$ cat src/rtl/env_pkg.sv
package env_pkg;
    parameter int LVL_W  = 16;
    parameter int DIV_W  = 16;
    parameter int RATE_W = 7;
    parameter int CTL_W  = 32;
    parameter int STEP_W = 32;

    localparam logic [LVL_W-1:0]  LVL_TOP   = LVL_W'(16'h7FFF);
    localparam logic [LVL_W-1:0]  LVL_KNEE  = LVL_W'(16'h6000);
    localparam logic [RATE_W-1:0] RMAX_FULL = RATE_W'(7'h7F);
    localparam logic [RATE_W-1:0] RMAX_QUAD = RATE_W'(7'h7C);

    typedef enum logic [1:0] {
        PH_ATK = 2'd0,
        PH_DEC = 2'd1,
        PH_SUS = 2'd2,
        PH_REL = 2'd3
    } env_phase_e;

    typedef struct packed {
        logic       sus_exp;
        logic       sus_down;
        logic       spare;
        logic [6:0] sus_rate;
        logic       rel_exp;
        logic [4:0] rel_rate;
        logic       atk_exp;
        logic [6:0] atk_rate;
        logic [3:0] dec_rate;
        logic [3:0] sus_code;
    } env_ctl_t;

    typedef struct packed {
        logic [LVL_W-1:0] level;
        logic [DIV_W-1:0] div;
        env_phase_e       phase;
    } env_state_t;
endpackage

$ cat src/rtl/env_phase_sel.sv
module env_phase_sel
    import env_pkg::*;
(
    input  logic [CTL_W-1:0]  ctl_word,
    input  env_phase_e        ph,
    output logic [RATE_W-1:0] rate,
    output logic              exp_mode,
    output logic              dec_mode,
    output logic [RATE_W-1:0] rate_max,
    output logic [LVL_W-1:0]  ovf_val,
    output logic [LVL_W-1:0]  sus_thr
);
    env_ctl_t c;
    assign c = env_ctl_t'(ctl_word);

    // Threshold = (code + 1) << 11
    assign sus_thr = LVL_W'(({1'b0, c.sus_code} + 5'd1)) << 11;

    always_comb begin
        rate     = '0;
        exp_mode = 1'b0;
        dec_mode = 1'b0;
        rate_max = RMAX_FULL;
        ovf_val  = '0;
        unique case (ph)
            PH_ATK: begin
                rate     = c.atk_rate;
                exp_mode = c.atk_exp;
                dec_mode = 1'b0;
                rate_max = RMAX_FULL;
                ovf_val  = LVL_TOP;
            end
            PH_DEC: begin
                rate     = RATE_W'({c.dec_rate, 2'b00});
                exp_mode = 1'b1;
                dec_mode = 1'b1;
                rate_max = RMAX_QUAD;
                ovf_val  = '0;
            end
            PH_SUS: begin
                rate     = c.sus_rate;
                exp_mode = c.sus_exp;
                dec_mode = c.sus_down;
                rate_max = RMAX_FULL;
                ovf_val  = c.sus_down ? '0 : LVL_TOP;
            end
            default: begin
                rate     = RATE_W'({c.rel_rate, 2'b00});
                exp_mode = c.rel_exp;
                dec_mode = 1'b1;
                rate_max = RMAX_QUAD;
                ovf_val  = '0;
            end
        endcase
    end
endmodule

$ cat src/rtl/env_rate_step.sv
module env_rate_step
    import env_pkg::*;
(
    input  logic [RATE_W-1:0]        rate,
    input  logic                     exp_mode,
    input  logic                     dec_mode,
    input  logic [LVL_W-1:0]         level,
    input  logic [RATE_W-1:0]        rate_max,
    output logic signed [STEP_W-1:0] step,
    output logic [DIV_W-1:0]         div_inc
);
    localparam int EXT = STEP_W - LVL_W;

    logic [2:0]               base;
    logic signed [STEP_W-1:0] lvl_s;
    logic signed [STEP_W-1:0] st;
    logic signed [STEP_W-1:0] prod;
    logic [STEP_W-1:0]        dv;
    logic [RATE_W-1:0]        lsh;
    logic [RATE_W-1:0]        rsh;

    assign base  = 3'd7 - {1'b0, rate[1:0]};
    assign lvl_s = {{EXT{level[LVL_W-1]}}, level};
    assign lsh   = (RATE_W'(7'h2F) - rate) >> 2;
    assign rsh   = (rate - RATE_W'(7'h2C)) >> 2;

    always_comb begin
        st = signed'(STEP_W'(base));
        if (dec_mode)
            st = ~st;
        dv = STEP_W'(32'h8000);
        if (rate < RATE_W'(7'h2C))
            st = st <<< lsh;
        if (rate >= RATE_W'(7'h30))
            dv = dv >> rsh;
        prod = lvl_s * st;
        if (exp_mode) begin
            if (dec_mode) begin
                st = prod >>> 15;
            end else if (!level[LVL_W-1] && level >= LVL_KNEE) begin
                if (rate < RATE_W'(7'h28)) begin
                    st = st >>> 2;
                end else if (rate >= RATE_W'(7'h2C)) begin
                    dv = dv >> 2;
                end else begin
                    st = st >>> 1;
                    dv = dv >> 1;
                end
            end
        end
        if (dv == '0 && rate < rate_max)
            dv = STEP_W'(1);
    end

    assign step    = st;
    assign div_inc = dv[DIV_W-1:0];
endmodule

$ cat src/rtl/env_level_apply.sv
module env_level_apply
    import env_pkg::*;
(
    input  logic [LVL_W-1:0]         level_in,
    input  logic [DIV_W-1:0]         div_in,
    input  env_phase_e               ph,
    input  logic signed [STEP_W-1:0] step,
    input  logic [DIV_W-1:0]         div_inc,
    input  logic [LVL_W-1:0]         ovf_val,
    input  logic [LVL_W-1:0]         sus_thr,
    output logic [LVL_W-1:0]         level_out,
    output logic [DIV_W-1:0]         div_out,
    output env_phase_e               ph_out
);
    logic [DIV_W-1:0] acc;
    logic [LVL_W-1:0] sum;
    logic             wrap;

    assign acc = div_in + div_inc;
    assign sum = level_in + step[LVL_W-1:0];

    always_comb begin
        level_out = level_in;
        div_out   = acc;
        ph_out    = ph;
        wrap      = 1'b0;
        if (acc[DIV_W-1]) begin
            div_out = '0;
            if (ph == PH_ATK)
                wrap = !level_in[LVL_W-1] && sum[LVL_W-1];
            else
                wrap = sum[LVL_W-1];
            level_out = wrap ? ovf_val : sum;
            if (ph == PH_DEC && level_out < sus_thr)
                ph_out = PH_SUS;
        end
    end
endmodule

$ cat src/rtl/env_generator.sv
module env_generator
    import env_pkg::*;
(
    input  logic        clk,
    input  logic        rst_n,
    input  logic [31:0] ctl_word,
    input  logic        key_on,
    input  logic        key_off,
    input  logic        tick,
    input  logic        gbl_en,
    input  logic        lvl_wr,
    input  logic [15:0] lvl_wdata,
    output logic [15:0] level,
    output logic [1:0]  phase
);
    env_state_t st_q, st_d;

    env_phase_e               ph_eff;
    logic [RATE_W-1:0]        rate;
    logic                     exp_mode;
    logic                     dec_mode;
    logic [RATE_W-1:0]        rate_max;
    logic [LVL_W-1:0]         ovf_val;
    logic [LVL_W-1:0]         sus_thr;
    logic signed [STEP_W-1:0] step;
    logic [DIV_W-1:0]         div_inc;
    logic [LVL_W-1:0]         lvl_stp;
    logic [DIV_W-1:0]         div_stp;
    env_phase_e               ph_stp;

    // A tick starting at the top of attack runs as decay.
    assign ph_eff = (st_q.phase == PH_ATK && st_q.level == LVL_TOP) ? PH_DEC : st_q.phase;

    env_phase_sel u_sel (
        .ctl_word (ctl_word),
        .ph       (ph_eff),
        .rate     (rate),
        .exp_mode (exp_mode),
        .dec_mode (dec_mode),
        .rate_max (rate_max),
        .ovf_val  (ovf_val),
        .sus_thr  (sus_thr)
    );

    env_rate_step u_rate (
        .rate     (rate),
        .exp_mode (exp_mode),
        .dec_mode (dec_mode),
        .level    (st_q.level),
        .rate_max (rate_max),
        .step     (step),
        .div_inc  (div_inc)
    );

    env_level_apply u_apply (
        .level_in  (st_q.level),
        .div_in    (st_q.div),
        .ph        (ph_eff),
        .step      (step),
        .div_inc   (div_inc),
        .ovf_val   (ovf_val),
        .sus_thr   (sus_thr),
        .level_out (lvl_stp),
        .div_out   (div_stp),
        .ph_out    (ph_stp)
    );

    always_comb begin
        st_d = st_q;
        if (tick) begin
            st_d.level = lvl_stp;
            st_d.div   = div_stp;
            st_d.phase = ph_stp;
        end
        if (key_off && st_d.phase != PH_REL) begin
            st_d.div   = '0;
            st_d.phase = PH_REL;
        end
        if (key_on) begin
            st_d.level = '0;
            st_d.div   = '0;
            st_d.phase = PH_ATK;
        end
        if (tick && !gbl_en) begin
            st_d.level = '0;
            st_d.phase = PH_REL;
        end
        if (lvl_wr)
            st_d.level = lvl_wdata;
    end

    always_ff @(posedge clk or negedge rst_n) begin
        if (!rst_n) begin
            st_q.level <= '0;
            st_q.div   <= '0;
            st_q.phase <= PH_REL;
        end else begin
            st_q <= st_d;
        end
    end

    assign level = st_q.level;
    assign phase = st_q.phase;
endmodule

$ cat config.mk
export PLATFORM = sky130hd
export DESIGN_NAME = env_generator
export DESIGN_NICKNAME = d
export VERILOG_FILES = /design/src/rtl/env_pkg.sv /design/src/rtl/env_phase_sel.sv /design/src/rtl/env_rate_step.sv /design/src/rtl/env_level_apply.sv /design/src/rtl/env_generator.sv
export SDC_FILE = /design/constraint.sdc
export NUM_CORES = 1
export LEC_CHECK = 0
export BUFFER_PORTS_ARGS = -buffer_cell sky130_fd_sc_hd__buf_2
export CAP_MARGIN = 20
export CORE_AREA = 2 2 176 247
export CTS_CLUSTER_DIAMETER = 100
export DETAILED_ROUTE_END_ITERATION = 8
export DIE_AREA = 0 0 178 249
export HOLD_SLACK_MARGIN = 0.03
export PLACE_DENSITY_LB_ADDON = 0.08
export SETUP_SLACK_MARGIN = 0.3
export SYNTH_ARGS = -nofsm -noshare
export SYNTH_HDL_FRONTEND = slang
export SYNTH_SLANG_ARGS = --single-unit
$ cat constraint.sdc
create_clock -name clk -period 35.5 [get_ports clk]
set_clock_uncertainty 0.1 [all_clocks]
set_input_delay 0 -clock clk [delete_from_list [all_inputs] [get_ports clk]]
set_output_delay 0 -clock clk [all_outputs]
set_load 0.1 [all_outputs]
# [Word-level counts from Yosys, hierarchy flattened]
# Cells that the tools add are included.
[word_totals] wordCells=75 mem_count=0 romBits=0 input_bits=55 regBits=34 latchBits=0 mem_bits_rw=0
[op_classes] n_eq_ne=4 bitwise=1 mul=1 n_reduce_logical=17 mux=34 n_div=0 magnitude_cmp=7 add_sub_neg=6 n_shift=2
[ops] op="2-to-1 mux 32 bit" n=7
[ops] op="2-to-1 mux 16 bit" n=10
[ops] op="2-to-1 mux 34 bit" n=2
[ops] op="adder 16 bit" n=2
[ops] op="zero test 32 bit" n=1
[ops] op="multiplier 16 x 32 -> 31 bit" n=1
[ops] op="NOT 3 -> 32 bit" n=1
[ops] op="case mux 16 bit (2 select lines)" n=1
[ops] op="right shift 16 x 5 -> 32 bit (first input constant)" n=1
[ops] op="<<< shifter 32 x 5 -> 32 bit" n=1
[ops] op="2-to-1 mux 31 bit" n=1
[ops] op="2-to-1 mux 15 bit" n=2
[ops] op="case mux 7 bit (3 select lines)" n=1
[ops] op="2-to-1 mux 18 bit" n=1
[ops] op="== test 16 x 15 -> 1 bit (second input constant)" n=1
[ops] op="greater-or-equal comparator 16 x 15 -> 1 bit (second input constant)" n=1
[ops] op="< comparator 16 bit" n=1
[ops] op="greater-or-equal comparator 7 x 6 -> 1 bit (second input constant)" n=2
[ops] op="< comparator 7 x 6 -> 1 bit (second input constant)" n=2
[ops] op="2-to-1 mux 2 bit" n=5
[ops] op="nonzero test 4 bit" n=2
[ops] op="logical AND 1 bit" n=7
[ops] op="< comparator 7 bit" n=1
[ops] op="subtractor 6 x 7 -> 7 bit (first input constant)" n=1
[ops] op="14 further kinds" n=17

# [Depth between registers and ports, before layout]
# Gate-level depths: netlist of run 1.
[depth] depth_word=31 depth_mapped=67 depth_no_buf=61

# [By module]
# From an unflattened synthesis of run 1, not the netlist that was laid out.
[unflattened] cells_unflattened=2321 hier_area_um2=18756.7
[modules_own_cells] module="env_rate_step" cells_per_inst=1824 n_inst=1 area_per_inst_um2=14350.0
[modules_own_cells] module="env_level_apply" cells_per_inst=293 n_inst=1 area_per_inst_um2=2290.9
[modules_own_cells] module="env_generator" cells_per_inst=145 n_inst=1 area_per_inst_um2=1627.8
[modules_own_cells] module="env_phase_sel" cells_per_inst=59 n_inst=1 area_per_inst_um2=488.0

# [Worst setup path before layout of run 1]
# No wires, ideal clock.
[synth_path] path_type="register -> register" startpoint="register level[15] (netlist name)" endpoint="register phase[0] (netlist name)" path_slack_ps=22081 arrival_ps=13239 t_required_ps=35320 stages_incl_launch_ff=66 cell_sequence="dfrtp_1 -> clkbuf_1 -> nand3b_4 -> or3_1 -> buf_2 -> o21ai_1 -> nand2_1 -> clkbuf_1 -> buf_2 -> buf_1 -> ha_1 -> clkbuf_1 -> nor3_1 -> nand2_1 -> nand2_1 -> clkbuf_1 -> nand2_1 -> fa_1 -> [30 not listed] -> a21o_1 -> a21oi_1 -> o211ai_1 -> o31ai_1 -> mux2i_1 -> a2111oi_2 -> xnor2_1 -> and3_1 -> clkbuf_1 -> a21o_1 -> ha_1 -> a21oi_1 -> nor2b_1 -> o21ai_0 -> nand3_1 -> nor4_1 -> o21ba_1 -> o21ai_1"

==> results of run 1 <==
-- state kept, by name (all words and copies together) (netlist names) --
name   flops
level     16
phase      2
st_q      15
-- metrics by stage --
stage / area [µm²] / setup WS [ps] / std cells / utilization (%)
6_report: 17850 / 18030 / 2643 / 42.51
5_1_grt: 17850 / 16850 / 2643 / 42.51
3_5_place_dp: 17440 / 18260 / 2611 / 41.54
2_1_floorplan: 16710 / 22080 / 2088 / -
3_3_place_gp: 17440 / 18430 / 2611 / 41.54
4_1_cts: 17820 / 17620 / 2640 / 42.45
-- cells in the final DEF (no fill, tap or decap), types with 22 or more instances in the layout --
cell,n
o21ai_0,52
xnor2_1,37
nor2_1,97
ha_1,127
a21oi_1,103
fa_1,291
nand3_1,22
and2_1,115
xor2_1,22
inv_1,394
nand2_1,313
buf_2,72
a21o_1,23
nor3_1,33
buf_4,37
dfrtp_1,31
-- path summary, 6_finish.rpt --
| kind | start | end | slack, ps | cells past startpoint |
|---|---|---|---|---|
| worst min register to register | st_q[12]$_DFFE_PN0P_ | st_q[12]$_DFFE_PN0P_ | 410 | 1 |
| min in group asynchronous | rst_n | level[5]$_DFFE_PN0P_ | 250 | 2 |
| worst max-delay path | level[5]$_DFFE_PN0P_ | phase[0]$_DFF_PN1_ | 18030 | 61 |
| worst max register to register | level[5]$_DFFE_PN0P_ | phase[0]$_DFF_PN1_ | 18030 | 61 |
| max in group asynchronous | rst_n | st_q[5]$_DFFE_PN0P_ | 34500 | 2 |
| worst min-delay path | gbl_en | level[1]$_DFFE_PN0P_ | 50 | 3 |
-- layer usage --
layer	vias to the layer above	part of all wire, %
li1	6631	-
met5	-	0
met1	7310	37
met4	0	5.3
met3	138	3.2
met2	384	54
-- final cells by class --
cell class / instances / share of cell area (%)
multi-input cells: 1528 / 77.37
flip-flops and latches: 33 / 4.641
clock inverters: 1 / 0.1683
well taps: 546 / 3.828
clock buffers: 7 / 0.7992
inverters: 396 / 8.329
repair buffers: 132 / 4.865
-- worst max-delay path: cells and delay by family, from the launching register on --
kind	cells	cell delay, ps
compound gates	22	5560
flops	1	320
simple gates	19	4900
mux	1	170
fa+ha+maj	10	4350
xor+xnor	1	180
buf+inv	8	1770
-- what timing repair did --
item / in CTS / in global routing
hold buffers: 21 / 0
hold endpoints to repair: 48 / 0
resized for setup: 0 / 0
-- cells by family (layout without fill, tap and decap cells) --
group,after synthesis,count (layout),synth area share [%]
simple gates,669,669,18.85
buf+inv,527,536,12.49
fa+ha+maj,418,418,44.36
compound gates,361,361,14.55
xor+xnor,63,63,3.601
flops,33,33,4.956
mux,17,17,1.190
==> impl_metrics.csv, run 1 <==
group,metric,value,unit
synth,synthTopCellsByCount,"inv_1, nand2_1, fa_1",
cells_and_area,n_fill_cell,4281,
route,avgRoutedWirePerCell,21.16,µm
floorplanning,die_height,249,µm
route,drt-initial-drc-count,813,
synth,synth.largest_area_cell,"fa_1",
global_route,antenna_found_initial,2,
sta,holdWs,47.77,ps
route,drc_errors,0,
sta,relSlewSlack,26.23,%
global_route,grt_pass1_vias,15200,
clocking,clock_latency,300,ps
global_route,grt_first_pass_wirelength,87300,µm
global_route,use_met1,29.76,%
synth,ys_types,88,
clocking,post_cts.repair.setup_buffers,0,
setup_path,required,35620,ps
synth,yosysMostFrequentCell,"inv_1",
route,drtAntennaViolNets,0,
min_path,hold_path.class,"primary input to register",
clocking,clk_pin_slew,60,ps
floorplanning,die_area,0.04432,mm²
sta,finalSetupViolations,0,
global_route,grt-ovfl-total,0,
floorplanning,initial_utilization,39.81,%
floorplanning,num_io_pins,73,
synth,synth.area.top_cells,"fa_1, ha_1, inv_1, nand2_1, dfrtp_1",
clocking,numCtsBuffers,5,
synth,synth_ff_type,"dfrtp_1",
synth,synth_area,0.01671,mm²
flow_run,cap_violations,0,
setup_path,slowest_stage,"a2111oi_2",
setup_path,end_kind,"register",
route,totalWireLength,55920,µm
cells_and_area,insertedDiodeCount,0,
sta,maxSlewViolCount,0,
floorplanning,die_x,178,µm
cells_and_area,regArea,828.3,µm²
route,dr_total_vias,14460,
clocking,tritoncts,"done",
place,dpl.hpwl,43800,µm
sta,timing.final.crit_share,49.20,%
sta,rsz0062_at_grt,"no",
cells_and_area,syn2layout_area_growth,6.782,%
synth,syn-num-nets,2561,
cells_and_area,nNetsFinal,2569,
setup_path,critPathMaxStageDelay,790,ps
global_route,met3_usage,1.297,%
run_status,status,"complete, no violations",
global_route,grt.busiest_layer,"met2",
sta,fin_crit,17470,ps
route,firstDrtPassIters,5,
clocking,root_buffer,"clkbuf_16",
synth,ys_seq_area_share,4.956,%
place,place_congestion,0.8595,
place,numPortBuffers,71,
sta,tightestPinTransition,1107,ps
floorplanning,coreArea,0.04198,mm²
setup_path,path_class,"register to register",
cells_and_area,drive_above_1_share,7.535,%
synth,async_reset_ff_share,100.0,%
global_route,grt_util_met2,48.87,%
setup_path,start_kind,"register",
synth,yosys_warnings,0,
clocking,clk_path_buf_depth,2,
synth,syn_inst,2088,
clocking,cts.sinks,33,
global_route,grt_max_degree,34,
setup_path,cp.arrival,17580,ps
floorplanning,rows,89,
sta,max_freq,57.25,MHz
synth,synth_edf_count,0,
setup_path,path_max_fanout,30,
cells_and_area,multi_input_area,0.01381,mm²
synth,synth-seq-cells,33,
synth,syn_area_per_cell,8.005,µm²
sta,hold_violations,0,
global_route,grtUsageTotal,25.98,%
clocking,htree_levels,2,
synth,synth_top_area_share,34.86,%
sta,tns,0,ps
route,viasPerCell,5.472,
Power of run 1 is left out: the tool's default activity adds up to more than one toggle a clock period on the data nets, which glitch-free logic cannot reach.
==> run 2, diff against run 1 <==
==> constraint.sdc (replaced) <==
create_clock -name clk -period 16.65 [get_ports clk]
set_clock_uncertainty 0.1 [all_clocks]
set_input_delay 0 -clock clk [delete_from_list [all_inputs] [get_ports clk]]
set_output_delay 0 -clock clk [all_outputs]
set_load 0.1 [all_outputs]
==> impl_metrics.csv, run 2 (synthesis gave the netlist of run 1 again) <==
group,metric,value,unit
place,numPortBuffers,71,
floorplanning,die_area,0.04432,mm²
setup_path,end_kind,"register",
route,drtAntennaViolNets,0,
setup_path,path_common_cell,"inv_1",
global_route,grt_max_degree,34,
floorplanning,num_io_pins,73,
sta,fin_crit,15060,ps
setup_path,cp.arrival,15180,ps
setup_path,critPathMaxStageDelay,810,ps
flow_run,cap_violations,0,
clocking,cts.sinks,33,
place,place_congestion,0.9220,
floorplanning,coreArea,0.04198,mm²
cells_and_area,finalNonFillerCells,2665,
cells_and_area,largest_reg_flops,16,
cells_and_area,syn2layout_area_growth,8.145,%
min_path,hold_path.class,"primary input to register",
global_route,grt_first_pass_wirelength,87320,µm
sta,max_freq,66.42,MHz
setup_path,required,16780,ps
sta,timing.final.crit_share,90.42,%
cells_and_area,drive_above_1_share,8.589,%
cells_and_area,nNetsFinal,2591,
sta,maxSlewViolCount,0,
clocking,clk_path_buf_depth,2,
sta,rsz0062_at_grt,"no",
route,drc_errors,0,
setup_path,slowest_stage,"dfstp_4",
sta,finalSetupViolations,0,
route,avgRoutedWirePerCell,20.88,µm
floorplanning,die_height,249,µm
cells_and_area,top_register,"level",
global_route,antenna_found_initial,0,
route,firstDrtPassIters,5,
place,dpl.hpwl,44760,µm
clocking,numCtsBuffers,5,
place,pre_cts_ws,1402,ps
setup_path,start_kind,"register",
clocking,tritoncts,"done",
sta,postLayoutSetupSlackWorst,1595,ps
setup_path,path_max_fanout,27,
cells_and_area,top_regs,"level (16), st_q (15), phase (2)",
clocking,htree_levels,2,
floorplanning,initial_utilization,39.81,%
cells_and_area,stdcell_area,0.01807,mm²
setup_path,path_class,"register to register",
global_route,grt_pass1_vias,15380,
route,drt-initial-drc-count,743,
place,dpl_cell_area,0.01757,mm²
route,viasPerCell,5.440,
place,dp_cells,2628,
floorplanning,die_x,178,µm
clocking,root_buffer,"clkbuf_16",
route,dr_total_vias,14500,
floorplanning,rows,89,
global_route,grtUsageTotal,25.87,%
cells_and_area,insertedDiodeCount,0,
clocking,clock_latency,300,ps
global_route,grt-ovfl-total,0,
run_status,status,"complete, no violations",
clocking,clk_pin_slew,60,ps
route,totalWireLength,55630,µm
cells_and_area,layout_commonest_cell,"inv_1",
sta,relSlewSlack,24.69,%
sta,tns,0,ps
sta,hold_violations,0,
cells_and_area,final_cell_mix,"inv_1, nand2_1, fa_1",
sta,tightestPinTransition,1130,ps
-- run 2: metal layers --
metal,GRT usage [%],vias up,share of wire [%],wire [µm]
met5,0,-,0,0
met4,12.41,0,5.2,2885
met3,1.145,125,2.9,1600
met2,49.75,348,55,30630
met1,28.48,7341,37,20510
li1,-,6683,-,-
-- run 2: layout make-up --
| type | count | area (µm²) |
|---|---|---|
| Timing Repair Buffer | 154 | 1047 |
| Clock buffer | 7 | 142.6 |
| Inverter | 396 | 1486 |
| Sequential cell | 33 | 835.8 |
| Clock inverter | 1 | 30.03 |
| Tap cell | 546 | 683.2 |
| Fill cell | 4316 | 23910 |
| Multi-Input combinational cell | 1528 | 13850 |
-- run 2: timing repair --
item | 4_1_cts | 5_1_grt
hold endpoints to repair | 49 | 0
setup buffers | 0 | 3
hold buffers | 24 | 0
gates resized for setup | 0 | 12
endpoints found under the setup margin | 0 | 2
-- run 2: path summary, 6_finish.rpt --
path,startpoint,endpoint,slack (ps),depth (start not counted)
max,phase[0]$_DFF_PN1_,phase[0]$_DFF_PN1_,1590,62
min,lvl_wr,level[3]$_DFFE_PN0P_,110,3
max reg2reg,phase[0]$_DFF_PN1_,phase[0]$_DFF_PN1_,1590,62
min reg2reg,st_q[11]$_DFFE_PN0P_,st_q[11]$_DFFE_PN0P_,410,1
max in group asynchronous,rst_n,st_q[2]$_DFFE_PN0P_,15660,2
min in group asynchronous,rst_n,level[7]$_DFFE_PN0P_,250,2
-- run 2: through the flow --
| stage | utilization [%] | hold WS (ps) |
|---|---|---|
| finish | 43.05 | 114.4 |
| global route | 43.05 | 135.5 |
| CTS | 42.83 | 105.6 |
| detailed placement | 41.84 | 36.50 |
| global placement | 41.84 | 38.84 |
| floorplan | - | -395.6 |
-- run 2: critical path: cells and delay by family (launching register included) --
family | cells | cell delay [ps]
AOI/OAI and AO/OA | 22 | 4620
xor gates and xnor gates | 1 | 190
adders and majority gates | 10 | 3960
buffers and inverters | 10 | 1740
DFF | 1 | 810
muxes | 2 | 700
and+or+nand+nor | 17 | 2820
Power of run 2 is left out for the same reason.
